**src/rtl/uart_irtx.sv**
```systemverilog
module uart_irtx (
  input  logic       clk,
  input  logic       rst_n,
  input  logic       soft_rst,
  input  logic       tick16,
  input  logic       wr_en,
  input  logic [7:0] wr_data,
  input  logic       len8,
  input  logic       par_en,
  input  logic       par_odd,
  input  logic       stop2,
  input  logic       ir_en,
  input  logic       ir_inv,
  output logic       tx_out,
  output logic       busy,
  output logic       buf_full,
  output logic       tbe_evt,
  output logic       tend_evt
);
  logic [7:0]  hold;
  logic [11:0] sh, frame;
  logic [3:0]  left, phase, nbits;

  wire       move   = buf_full & ~busy;
  wire       accept = wr_en & ~buf_full;
  wire       last   = busy & tick16 & (phase == 4'd15) & (left == 4'd1);
  wire [7:0] dsent  = len8 ? hold : {1'b0, hold[6:0]};
  wire       par    = ^dsent ^ par_odd;

  assign nbits = 4'd9 + {3'b0, len8} + {3'b0, par_en} + {3'b0, stop2};

  always_comb begin
    frame = '1;
    frame[0] = 1'b0;
    for (int i = 0; i < 8; i++)
      if (i < 7 || len8) frame[1+i] = hold[i];
    if (par_en) frame[len8 ? 9 : 8] = par;
  end

  always_ff @(posedge clk or negedge rst_n) begin
    if (!rst_n) begin
      hold <= '0; buf_full <= 1'b0; busy <= 1'b0; sh <= '1;
      left <= '0; phase <= '0; tbe_evt <= 1'b0; tend_evt <= 1'b0;
    end else if (soft_rst) begin
      buf_full <= 1'b0; busy <= 1'b0; sh <= '1;
      left <= '0; phase <= '0; tbe_evt <= 1'b0; tend_evt <= 1'b0;
    end else begin
      tbe_evt  <= move;
      tend_evt <= last & ~buf_full;
      buf_full <= (buf_full & ~move) | accept;
      if (accept) hold <= wr_data;
      if (move) begin
        sh <= frame; left <= nbits; phase <= '0; busy <= 1'b1;
      end else if (busy && tick16) begin
        phase <= phase + 4'd1;
        if (phase == 4'd15) begin
          sh   <= {1'b1, sh[11:1]};
          left <= left - 4'd1;
          if (left == 4'd1) busy <= 1'b0;
        end
      end
    end
  end

  wire bitv  = busy ? sh[0] : 1'b1;
  wire ir_lo = ~bitv & (phase >= 4'd6) & (phase <= 4'd8);
  assign tx_out = ir_en ? (~ir_lo ^ ir_inv) : bitv;
endmodule

```
**config.mk**
```make
export PLATFORM = sky130hd
export DESIGN_NAME = uart_irtx
export DESIGN_NICKNAME = d
export VERILOG_FILES = /design/src/rtl/uart_irtx.sv
export SDC_FILE = /design/constraint.sdc
export NUM_CORES = 1
export LEC_CHECK = 0
export ABC_AREA = 1
export ABC_CLOCK_PERIOD_IN_PS = 1700
export BUFFER_PORTS_ARGS = -buffer_cell sky130_fd_sc_hd__buf_4
export CORE_MARGIN = 2
export CORE_UTILIZATION = 51
export DETAILED_ROUTE_END_ITERATION = 10
export PLACE_DENSITY = 0.76
export SLEW_MARGIN = 20
export SYNTH_ARGS = -nofsm -noshare
export SYNTH_HDL_FRONTEND = slang
export SYNTH_SLANG_ARGS = --single-unit
```
**constraint.sdc**
```tcl
create_clock -name clk -period 1.7 [get_ports clk]
set_clock_uncertainty 0.2 [all_clocks]
set_input_delay 0.34 -clock clk [delete_from_list [all_inputs] [get_ports clk]]
set_output_delay 0.34 -clock clk [all_outputs]
set_load 0.05 [all_outputs]
```
==> flow_summary.json <==
{
  "die_y_um": 61.00,
  "synth_cells": 191,
  "crit_buf_inv": 3,
  "syn-num-nets": 217,
  "min_period_over_period_pct": 129.4,
  "die_area_um2": 3720,
  "pwr_density_cell_nw_per_um2": 972.0,
  "worst_pin_slew_ns": 0.3742,
  "final-hold-violation-count": 0,
  "synth.largest_area_cell": "dfrtp_1",
  "fin_nets": 261,
  "worstHoldPathType": "in -> reg",
  "p_leak_nw": 1.019,
  "clockBufferDepth": 2,
  "fp.dieW_um": 61.00,
  "io_pins": 24,
  "maxCapViolations": 0,
  "cpLargestDelayFamily": "flip-flops",
  "wl_um": 3771,
  "use_met2_pct": 40.09,
  "post-route-worst-setup-slack_ns": -0.4994,
  "cp_max_fo": 5,
  "cp-start-kind": "flip-flop",
  "crit_type": "reg -> out",
  "synth_common_cells": "37 x nand2_1, 24 x inv_1, 20 x dfrtp_1, 15 x nor2_1, 11 x nand3_1",
  "reg2reg_to": "sh[3]",
  "async_flop_share_pct": 100.0,
  "portBuffers": 23,
  "grt_pass1_wl_um": 5830,
  "fillers": 234,
  "viasPerCell": 5.332,
  "cts_tree": "built",
  "rrSetupSlack_ns": -0.05,
  "synth_edf_count": 0,
  "track_usage_pct": 21.98,
  "status": "complete, but fails checks",
  "area_growth_pct": 29.83,
  "rsz0062_at_grt": "yes",
  "clock_latency_ns": 0.33,
  "synthTopCellsByArea": "dfrtp_1 30%, dfstp_2 16%, nand2_1 8.4%, inv_1 5.4%, ha_1 5.3%",
  "grt_overflow_total": 0,
  "dpl_cell_area_um2": 1953,
  "instances_no_fill": 280,
  "cp-endpoint": "tx_out",
  "stdcell_area_um2": 2151,
  "htree_levels": 2,
  "synth_most_common_cell": "nand2_1",
  "critical_path.max_stage_delay_ns": 0.41,
  "antenna_cells": 0,
  "place_hpwl_um": 2601,
  "multiInputGateArea_um2": 792.0,
  "path_depth": 7,
  "grt_busiest_layer": "met2",
  "drt-wirelength-per-cell_um": 13.47,
  "crit_arrival_ns": 1.66,
  "seq_area_um2": 765.7,
  "p_total_mw": 2.090,
  "crit_slowest_cell": "dfrtp_1",
  "grt_pass1_vias": 1413,
  "worstPathCellList": "buf_4, o211ai_1, nand3_1, nand3_1, xor2_1, inv_2, buf_8",
  "grt_use_met3_pct": 6.397,
  "path_common_cell": "nand3_1",
  "start_util_pct": 53.82,
  "dp.cells": 265,
  "cts_buffers": 5,
  "clock_sinks": 30,
  "synth.distinct_cells": 32,
  "final-setup-viol-count": 5,
  "drive_above_1_share_pct": 37.71,
  "max_clock_freq_mhz": 454.7,
  "grt_use_met1_pct": 24.32,
  "syn-cell-area_um2": 1657,
  "syn_area_per_cell_um2": 8.673,
  "cts_root_buf": "clkbuf_4",
  "dr.first_iter.drc_count": 59,
  "crit_start": "phase[1]",
  "grt_start_max_net_pins": 31,
  "relSlewSlack_pct": 74.99,
  "hold_ws_ns": 0.03433,
  "clk_pin_slew_worst_paths_ns": 0.10,
  "drc": 0,
  "vias": 1493,
  "core_um2": 3078,
  "drv_slew": 0,
  "violations": "setup timing",
  "endpoint_kind": "output port",
  "ir_worst_vdd_v": 0.0006117,
  "ff2ff_path_depth": 7,
  "ant_nets": 0,
  "antenna_found_initial": 0,
  "yosysWarnings": 0,
  "synthFlopType": "dfrtp_1",
  "yosysSeqAreaShare_pct": 46.07,
  "dr.pass1.iters": 4,
  "required_ns": 1.16,
  "worstReg2RegStart": "buf_full",
  "layout_min_cycle_time_ns": 2.199,
  "synth_top_area_share_pct": 30.21,
  "ys_seq_elements": 30,
  "gp_congestion": 0.7859,
  "rows": 20
}
==> repair_timing <==
| item | CTS | global route |
|---|---|---|
| hold buffers | 1 | 0 |
| endpoints found under the hold margin | 20 | 0 |
| resized for setup | 7 | 10 |
| buffers inserted | 1 | 4 |
| pin swaps | 5 | 1 |
| cloned | 0 | 1 |
| endpoints found under the setup margin | 12 | 14 |
==> cell families (layout without fill, tap and decap cells) <==
kind of cell	count (synthesis)	count (layout)	share of synthesized area [%]
flops	30	30	46.07
fa+ha+maj	7	7	5.287
mux	5	5	3.399
compound gates	36	36	12.84
buf+inv	32	77	8.082
simple gates	76	76	21.68
xor+xnor	5	5	2.644
==> report_power, final <==
part	total, mW	internal [mW]	switching (mW)
clock network	0.525	0.282	0.243
logic	0.617	0.275	0.342
registers	0.948	0.852	0.0964
==> flip-flops by register name, summed over array words and instances, names as in the netlist <==
name,count
hold,8
busy,1
left,4
sh,10
tbe_evt,1
buf_full,1
phase,4
tend_evt,1
==> metal layers <==
metal  share of wire (%)  routed length [µm]  vias to the layer above
met5                   0                   0                        -
met4                 1.6                  62                        0
met3                 4.7                 178                        9
met2                  52                1976                       47
met1                  41                1553                      716
li1                    -                   -                      721
==> metrics by stage <==
step	setup TNS, ns	utilization (%)	worst slack (ns)
final	-0.5636	69.88	-0.4994
after global routing	-1.353	69.88	-0.6298
after CTS	-0.5040	67.11	-0.5040
after detailed placement	-0.5126	63.46	-0.1803
after global placement	-0.2045	63.46	-0.1178
after floorplan	-0.04839	-	-0.04839
==> cells in the final DEF, fill, tap and decap left out, drive strengths merged, types with 2 or more instances in the layout <==
master  netlist  routed
o22ai         7       7
xor2          2       2
dfrtp        20      20
ha            7       7
nand3        11      11
dfstp        10      10
xnor2         3       3
a21oi         5       5
a31oi         3       3
mux2          5       5
inv          28      27
nor4          3       3
nor3          3       3
a22oi         3       3
buf           4      39
clkbuf        0       9
nand2        39      39
nor2         19      19
o21ai        15      15
==> area by class of cell <==
type,instances,area share (%)
Inverter,28,5.294
Clock buffer,8,3.665
Tap cell,44,2.560
Timing Repair Buffer,41,16.06
Sequential cell,30,35.60
Multi-Input combinational cell,129,36.82
==> how the worst min path moves through the flow <==
stage	start	end	slack [ns]	cells past startpoint
4_1_cts	soft_rst	tbe_evt	0.03	2
2_1_floorplan	rst_n	buf_full	-0.16	0
5_1_grt	soft_rst	tbe_evt	0.02	2
6_report	soft_rst	tbe_evt	0.03	2
3_5_place_dp	rst_n	left[3]	0.09	1
3_3_place_gp	rst_n	tend_evt	0.08	1
Note: power is estimated with default switching activity, not from simulation.
